File: config.mk
export PLATFORM = sky130hd
export DESIGN_NAME = e1_frame_aligner
export DESIGN_NICKNAME = d
export VERILOG_FILES = /design/src/rtl/e1fa_pkg.sv /design/src/rtl/e1fa_window.sv /design/src/rtl/e1fa_pos.sv /design/src/rtl/e1fa_ctrl.sv /design/src/rtl/e1fa_satcnt.sv /design/src/rtl/e1_frame_aligner.sv
export SDC_FILE = /design/constraint.sdc
export NUM_CORES = 1
export LEC_CHECK = 0
export BUFFER_PORTS_ARGS = -buffer_cell sky130_fd_sc_hd__buf_2
export CORE_MARGIN = 10
export CORE_UTILIZATION = 38
export CTS_CLUSTER_DIAMETER = 50
export CTS_CLUSTER_SIZE = 14
export DETAILED_ROUTE_END_ITERATION = 8
export PLACE_DENSITY_LB_ADDON = 0.12
export REMOVE_ABC_BUFFERS = 1
export SLEW_MARGIN = 20
export SYNTH_ARGS = -nofsm -noshare
export SYNTH_HDL_FRONTEND = slang
export SYNTH_SLANG_ARGS = --single-unit
export TNS_END_PERCENT = 1
File: constraint.sdc
create_clock -name clk -period 4.95 [get_ports clk]
set_input_delay 0.99 -clock clk [delete_from_list [all_inputs] [get_ports clk]]
set_output_delay 0.99 -clock clk [all_outputs]
set_load 0.1 [all_outputs]
File: src/rtl/e1fa_pkg.sv
`timescale 1ns/1ps
package e1fa_pkg;
    typedef enum logic [1:0] {
        ST_HUNT     = 2'd0,
        ST_CHK_NFAS = 2'd1,
        ST_CHK_FAS  = 2'd2,
        ST_SYNC     = 2'd3
    } fa_state_e;

    localparam int          SLOT_BITS = 8;
    localparam logic [6:0]  FAS_WORD  = 7'b0011011;
endpackage

File: src/rtl/e1fa_window.sv
`timescale 1ns/1ps
module e1fa_window
    import e1fa_pkg::*;
(
    input  logic                 clk,
    input  logic                 rst_n,
    input  logic                 bit_en,
    input  logic                 rx_bit,
    output logic [SLOT_BITS-1:0] word,
    output logic                 fas_hit,
    output logic                 nfas_mark
);
    logic [SLOT_BITS-2:0] sh_d, sh_q;

    // newest bit sits in word[0] (bit 8), oldest in word[7] (bit 1)
    assign word      = {sh_q, rx_bit};
    assign fas_hit   = (word[6:0] == FAS_WORD);
    assign nfas_mark = word[6];

    always_comb begin
        sh_d = sh_q;
        if (bit_en) sh_d = word[SLOT_BITS-2:0];
    end

    // all-ones reset: no stale zeros can complete a false pattern
    always_ff @(posedge clk or negedge rst_n) begin
        if (!rst_n) sh_q <= '1;
        else        sh_q <= sh_d;
    end
endmodule

File: src/rtl/e1fa_pos.sv
`timescale 1ns/1ps
module e1fa_pos
    import e1fa_pkg::*;
#(
    parameter int FRAME_BITS = 256
) (
    input  logic clk,
    input  logic rst_n,
    input  logic bit_en,
    input  logic realign,
    output logic pos_zero,
    output logic ts0_end,
    output logic frame_end,
    output logic nfas_frame
);
    localparam int            PW       = $clog2(FRAME_BITS);
    localparam logic [PW-1:0] LAST     = PW'(FRAME_BITS - 1);
    localparam logic [PW-1:0] TS0_LAST = PW'(SLOT_BITS - 1);
    localparam logic [PW-1:0] RESTART  = PW'(SLOT_BITS);

    typedef struct packed {
        logic [PW-1:0] pos;
        logic          nfas;
    } pos_s;

    pos_s cur_q, nxt_d;

    assign pos_zero   = (cur_q.pos == '0);
    assign ts0_end    = bit_en && (cur_q.pos == TS0_LAST);
    assign frame_end  = bit_en && (cur_q.pos == LAST);
    assign nfas_frame = cur_q.nfas;

    always_comb begin
        nxt_d = cur_q;
        if (bit_en) begin
            if (realign) begin
                nxt_d.pos  = RESTART;
                nxt_d.nfas = 1'b0;
            end else if (cur_q.pos == LAST) begin
                nxt_d.pos  = '0;
                nxt_d.nfas = ~cur_q.nfas;
            end else begin
                nxt_d.pos = cur_q.pos + 1'b1;
            end
        end
    end

    always_ff @(posedge clk or negedge rst_n) begin
        if (!rst_n) cur_q <= '0;
        else        cur_q <= nxt_d;
    end


    phase_flip_chk: assert property (@(posedge clk) disable iff (!rst_n)
        (frame_end && !realign) |=> (nfas_frame != $past(nfas_frame)));
endmodule

File: src/rtl/e1fa_ctrl.sv
`timescale 1ns/1ps
module e1fa_ctrl
    import e1fa_pkg::*;
#(
    parameter int MISS_LIMIT = 3
) (
    input  logic                 clk,
    input  logic                 rst_n,
    input  logic                 bit_en,
    input  logic                 reframe_req,
    input  logic                 fas_hit,
    input  logic                 nfas_mark,
    input  logic                 ts0_end,
    input  logic                 nfas_frame,
    input  logic [5:0]           spare_in,
    output fa_state_e            state,
    output logic                 realign,
    output logic                 fas_err,
    output logic [5:0]           nfas_bits
);
    localparam int            MW   = $clog2(MISS_LIMIT + 1);
    localparam logic [MW-1:0] LAST = MW'(MISS_LIMIT - 1);

    typedef struct packed {
        fa_state_e     st;
        logic [MW-1:0] fas_miss;
        logic [MW-1:0] nfas_miss;
        logic [5:0]    spare;
    } ctrl_s;

    ctrl_s cur_q, nxt_d;

    assign state     = cur_q.st;
    assign nfas_bits = cur_q.spare;
    assign realign   = bit_en && !reframe_req && (cur_q.st == ST_HUNT) && fas_hit;
    assign fas_err   = ts0_end && (cur_q.st == ST_SYNC) && !nfas_frame && !fas_hit;

    always_comb begin
        nxt_d = cur_q;
        if (reframe_req) begin
            nxt_d.st        = ST_HUNT;
            nxt_d.fas_miss  = '0;
            nxt_d.nfas_miss = '0;
        end else if (bit_en) begin
            unique case (cur_q.st)
                ST_HUNT: begin
                    if (fas_hit) nxt_d.st = ST_CHK_NFAS;
                end
                ST_CHK_NFAS: begin
                    if (ts0_end) nxt_d.st = nfas_mark ? ST_CHK_FAS : ST_HUNT;
                end
                ST_CHK_FAS: begin
                    if (ts0_end) begin
                        nxt_d.st        = fas_hit ? ST_SYNC : ST_HUNT;
                        nxt_d.fas_miss  = '0;
                        nxt_d.nfas_miss = '0;
                    end
                end
                ST_SYNC: begin
                    if (ts0_end) begin
                        if (nfas_frame) begin
                            if (nfas_mark)                       nxt_d.nfas_miss = '0;
                            else if (cur_q.nfas_miss == LAST)    nxt_d.st        = ST_HUNT;
                            else                                 nxt_d.nfas_miss = cur_q.nfas_miss + 1'b1;
                        end else begin
                            if (fas_hit)                         nxt_d.fas_miss  = '0;
                            else if (cur_q.fas_miss == LAST)     nxt_d.st        = ST_HUNT;
                            else                                 nxt_d.fas_miss  = cur_q.fas_miss + 1'b1;
                        end
                        if (nxt_d.st == ST_HUNT) begin
                            nxt_d.fas_miss  = '0;
                            nxt_d.nfas_miss = '0;
                        end
                    end
                end
                default: nxt_d.st = ST_HUNT;
            endcase
        end
        if (ts0_end && nfas_frame && (cur_q.st != ST_HUNT))
            nxt_d.spare = spare_in;
    end

    always_ff @(posedge clk or negedge rst_n) begin
        if (!rst_n) cur_q <= '{st: ST_HUNT, fas_miss: '0, nfas_miss: '0, spare: '0};
        else        cur_q <= nxt_d;
    end


    reframe_hunt_chk: assert property (@(posedge clk) disable iff (!rst_n)
        reframe_req |=> (cur_q.st == ST_HUNT));


    sync_entry_chk: assert property (@(posedge clk) disable iff (!rst_n)
        (cur_q.st == ST_SYNC && $past(cur_q.st) != ST_SYNC) |-> ($past(cur_q.st) == ST_CHK_FAS));
endmodule

File: src/rtl/e1fa_satcnt.sv
`timescale 1ns/1ps
module e1fa_satcnt #(
    parameter int W = 16
) (
    input  logic         clk,
    input  logic         rst_n,
    input  logic         inc,
    output logic [W-1:0] cnt
);
    localparam logic [W-1:0] TOP = '1;

    logic [W-1:0] cnt_d, cnt_q;

    assign cnt = cnt_q;

    always_comb begin
        cnt_d = cnt_q;
        if (inc && cnt_q != TOP) cnt_d = cnt_q + 1'b1;
    end

    always_ff @(posedge clk or negedge rst_n) begin
        if (!rst_n) cnt_q <= '0;
        else        cnt_q <= cnt_d;
    end


    hold_at_top_chk: assert property (@(posedge clk) disable iff (!rst_n)
        (cnt_q == TOP) |=> (cnt_q == TOP));


    unit_step_chk: assert property (@(posedge clk) disable iff (!rst_n)
        (cnt_q != $past(cnt_q)) |-> (cnt_q == $past(cnt_q) + W'(1)));
endmodule

File: src/rtl/e1_frame_aligner.sv
`timescale 1ns/1ps
module e1_frame_aligner
    import e1fa_pkg::*;
#(
    parameter int FRAME_BITS = 256,
    parameter int MISS_LIMIT = 3,
    parameter int CNT_W      = 16
) (
    input  logic             clk,
    input  logic             rst_n,
    input  logic             bit_en,
    input  logic             rx_bit,
    input  logic             reframe_req,
    output logic             sync_n,
    output logic             frame_start,
    output logic             nfas_phase,
    output logic [5:0]       nfas_bits,
    output logic [CNT_W-1:0] fas_err_cnt,
    output logic [CNT_W-1:0] oos_cnt
);
    localparam int NCNT = 2;

    logic [SLOT_BITS-1:0] word;
    logic                 fas_hit, nfas_mark;
    logic                 pos_zero, ts0_end, frame_end, nfas_frame;
    logic                 realign, fas_err;
    fa_state_e            state;
    logic [NCNT-1:0]      cnt_inc;
    logic [CNT_W-1:0]     cnt_val [NCNT];

    e1fa_window u_win (
        .clk(clk), .rst_n(rst_n), .bit_en(bit_en), .rx_bit(rx_bit),
        .word(word), .fas_hit(fas_hit), .nfas_mark(nfas_mark)
    );

    e1fa_pos #(.FRAME_BITS(FRAME_BITS)) u_pos (
        .clk(clk), .rst_n(rst_n), .bit_en(bit_en), .realign(realign),
        .pos_zero(pos_zero), .ts0_end(ts0_end), .frame_end(frame_end),
        .nfas_frame(nfas_frame)
    );

    e1fa_ctrl #(.MISS_LIMIT(MISS_LIMIT)) u_ctrl (
        .clk(clk), .rst_n(rst_n), .bit_en(bit_en), .reframe_req(reframe_req),
        .fas_hit(fas_hit), .nfas_mark(nfas_mark), .ts0_end(ts0_end),
        .nfas_frame(nfas_frame), .spare_in(word[5:0]), .state(state),
        .realign(realign), .fas_err(fas_err), .nfas_bits(nfas_bits)
    );

    assign cnt_inc[0] = fas_err;
    assign cnt_inc[1] = frame_end && (state != ST_SYNC);

    for (genvar gi = 0; gi < NCNT; gi++) begin : g_cnt
        e1fa_satcnt #(.W(CNT_W)) u_cnt (
            .clk(clk), .rst_n(rst_n), .inc(cnt_inc[gi]), .cnt(cnt_val[gi])
        );
    end

    assign fas_err_cnt = cnt_val[0];
    assign oos_cnt     = cnt_val[1];
    assign sync_n      = (state != ST_SYNC);
    assign nfas_phase  = nfas_frame;
    assign frame_start = bit_en && pos_zero && (state == ST_SYNC);


    sync_on_bit_chk: assert property (@(posedge clk) disable iff (!rst_n)
        $fell(sync_n) |-> $past(bit_en));


    spare_on_bit_chk: assert property (@(posedge clk) disable iff (!rst_n)
        !$stable(nfas_bits) |-> $past(bit_en));


    oos_idle_in_sync_chk: assert property (@(posedge clk) disable iff (!rst_n)
        (oos_cnt != $past(oos_cnt)) |-> $past(sync_n));
endmodule

==> impl_metrics.env <==
export IMPL_yosysWarnings=0
export IMPL_grt_pass1_wl_mm=11.4
export IMPL_cp_arrival_ns=2.10
export IMPL_skew_ns=0.00741
export IMPL_avgSynthCellArea_um2=10.3
export IMPL_cts_max_path_buffers=2
export IMPL_grt_setup_unrepaired="no"
export IMPL_crit_chain="and2_0 -> nand4b_1 -> nor3_1 -> buf_2"
export IMPL_gp_congestion=0.757
export IMPL_max_stage_delay_ns=0.51
export IMPL_grt_overflow_total=0
export IMPL_cts_max_level=3
export IMPL_clk_insertion_delay_late_ns=0.34
export IMPL_num_antenna_cells=0
export IMPL_syn_inst=301
export IMPL_critPathBufInv=1
export IMPL_yosysUniqueCellTypes=48
export IMPL_synth_edf_count=0
export IMPL_cts_buffers=9
export IMPL_multi_input_area_um2=1490
export IMPL_period_minus_slack_ns=3.09
export IMPL_synth_main_ff_cell="dfrtp_1"
export IMPL_critPathKind="flip-flop to output port"
export IMPL_final_nets=354
export IMPL_end_kind="output port"
export IMPL_tightest_slew_ns=0.549
export IMPL_hold_path_class="flip-flop to flip-flop"
export IMPL_synth_seq_area_share=0.480
export IMPL_core_area_um2=7810
export IMPL_maxSlewHeadroom=0.634
export IMPL_synthArstFlopShare=1.00
export IMPL_grtUsageTotal=0.118
export IMPL_synth_seq_cells=59
export IMPL_dp_final_hpwl_mm=4.87
export IMPL_cp_start_kind="flip-flop"
export IMPL_crit_slowest_cell="and2_0"
export IMPL_status="finished clean"
export IMPL_fin_crit_sh=0.624
export IMPL_drt_iter0_markers=104
export IMPL_synth_area_leaders="dfrtp_1 (43%), mux2_2 (8.0%), dfstp_2 (5.1%)"
export IMPL_static_leakage_power_nw=1.73
export IMPL_viasPerCell=5.11
export IMPL_drcViolationCount=0
export IMPL_syn_to_final_growth_pct=16.2
export IMPL_clock_sinks=59
export IMPL_drive_gt1_frac=0.284
export IMPL_start_util=0.396
export IMPL_root_buffer="clkbuf_8"
export IMPL_cp_top_family="simple AND/OR/NAND/NOR gates"
export IMPL_path_clk_slew_ns=0.07
export IMPL_die_area_um2=12100
export IMPL_port_buffers=45
export IMPL_cts_tree="yes"
export IMPL_post_cts_resized=0
export IMPL_routedWlPerCell_um=15.0
export IMPL_final_area_um2=3590
export IMPL_routed_wl_mm=6.74
export IMPL_vias=2298
export IMPL_worstPathMaxFanout=9
export IMPL_yosys_area_top_type_share=0.429
export IMPL_hold_slack_ns=0.492
export IMPL_placementRows=32
export IMPL_drv_cap=0
export IMPL_mappedNetlistArea_um2=3090
export IMPL_tns_ns=0
export IMPL_postCtsSetupRepairBufs=0
export IMPL_required_ns=3.96
export IMPL_final_hold_violation_count=0
export IMPL_die_x_um=110
export IMPL_io_pins=46
export IMPL_place_area_um2=3370
export IMPL_timing_fmax_mhz=324
export IMPL_die_h_um=110
export IMPL_drtAntennaViolNets=0
export IMPL_dr_pass1_iters=6
export IMPL_report_final_slew_viol_count=0
export IMPL_finalSetupViolCount=0
export IMPL_n_fill_cell=775
export IMPL_yosysTopAreaCell="dfrtp_1"
export IMPL_power_density_nw_per_um2=333
export IMPL_final_seq_area_um2=1480
export IMPL_grt_pass1_vias=2332
export IMPL_hold_buffers=0
export IMPL_ir_worst_vdd_uv=138
export IMPL_grt_antenna_before_repair=0
export IMPL_grt_max_degree=37
-- cells in the mapped netlist (2+ instances only) --
| master | n |
|---|---|
| clkbuf_1 | 3 |
| dfstp_2 | 6 |
| ha_1 | 6 |
| o22ai_1 | 2 |
| nor2_1 | 23 |
| xor2_1 | 15 |
| nand2_1 | 26 |
| clkbuf_2 | 2 |
| or3_1 | 3 |
| nand3b_1 | 3 |
| and2_1 | 3 |
| nand3_1 | 19 |
| buf_2 | 4 |
| nor3_1 | 12 |
| inv_1 | 9 |
| and3_1 | 10 |
| dfrtp_1 | 53 |
| nand4b_1 | 2 |
| mux2i_1 | 2 |
| buf_4 | 6 |
| a31oi_1 | 2 |
| xnor2_1 | 11 |
| and4_1 | 5 |
| a21oi_1 | 4 |
| o21ai_0 | 11 |
| mux2_2 | 22 |
| nand4_1 | 12 |
| nor3_2 | 2 |
| nand2b_1 | 4 |
-- final timing paths --
check	startpoint	end	slack (ns)	depth (start not counted)
max	u_ctrl.state[1]	frame_start	1.86	4
min	g_cnt[0].u_cnt.cnt[9]	g_cnt[0].u_cnt.cnt[9]	0.49	1
max reg2reg	u_pos.cur_q[2]	g_cnt[1].u_cnt.cnt[1]	2.71	5
min reg2reg	g_cnt[0].u_cnt.cnt[9]	g_cnt[0].u_cnt.cnt[9]	0.49	1
max in group asynchronous	rst_n	u_win.sh_q[3]	3.43	2
min in group asynchronous	rst_n	u_pos.cur_q[6]	0.63	1
-- placed cells by master (no fill, tap or decap), types with 2 or more instances in the layout --
cell	netlist	final
and3_1	10	10
bufinv_16	0	2
mux2i_1	2	2
dfrtp_1	53	53
nand2_1	26	26
a21oi_1	4	4
nor3_2	2	2
nand4_1	12	12
nand2b_1	4	4
ha_1	6	6
a31oi_1	2	2
o21ai_0	11	11
xnor2_1	11	11
nor2_1	23	23
nor3_1	12	12
inv_1	9	9
nand3_1	19	19
o22ai_1	2	2
dfstp_2	6	6
xor2_1	15	15
mux2_2	22	22
nand3b_1	3	3
nand4b_1	2	2
buf_2	4	45
or3_1	3	3
clkinv_2	0	3
and4_1	5	5
clkbuf_8	0	11
and2_1	3	3
-- final cells by class --
class	count	share of cell area
Clock buffer	11	0.0421
Sequential cell	59	0.413
Tap cell	102	0.0355
Multi-Input combinational cell	218	0.414
Timing Repair Buffer	46	0.0648
Clock inverter	5	0.0209
Inverter	9	0.00940
-- routing by layer --
metal  global-route usage  wire, um  up-vias
met5                    0         0        -
met4               0.0413        79        0
met3               0.0418       363        7
met2                0.184      3080       43
met1                0.149      3210     1103
li1                     -         -     1145
-- cells by family (layout without fill, tap and decap cells) --
kind of cell | Yosys count | after routing | share of synthesized area
buf+inv | 24 | 71 | 0.0388
compound gates | 29 | 29 | 0.0619
xor+xnor | 26 | 26 | 0.0736
flops | 59 | 59 | 0.480
simple gates | 133 | 133 | 0.235
fa+ha+maj | 6 | 6 | 0.0243
mux | 24 | 24 | 0.0866
-- state kept, by name (all words and copies together) (netlist names) --
| register | flops |
|---|---|
| u_pos.nfas_frame | 1 |
| u_win.sh_q | 6 |
| u_ctrl.state | 2 |
| g_cnt.u_cnt.cnt | 32 |
| u_ctrl.cur_q | 4 |
| u_pos.cur_q | 8 |
| u_ctrl.nfas_bits | 6 |
-- through the flow --
step | util | power (mW) | setup WS [ns] | std cells
floorplan | - | 0.659 | 0.851 | 286
global placement | 0.431 | 0.703 | 1.96 | 434
detailed placement | 0.431 | 0.705 | 1.92 | 434
CTS | 0.460 | 1.21 | 1.84 | 450
global route | 0.460 | 1.26 | 1.74 | 450
finish | 0.460 | 1.20 | 1.86 | 450
-- where the power goes --
| group | total, mW | switching, mW | internal (mW) |
|---|---|---|---|
| Combinational | 0.120 | 0.0671 | 0.0525 |
| Clock | 0.503 | 0.194 | 0.308 |
| Sequential | 0.575 | 0.0511 | 0.523 |
-- worst register-to-register path: stages (launching register included) --
cell	delay, ns
dfrtp_1	0.37
ha_1	0.27
nand4_1	0.25
nor3_2	0.41
a21boi_2	0.44
mux2_2	0.38
No activity file was read; power rests on OpenSTA's default activity.
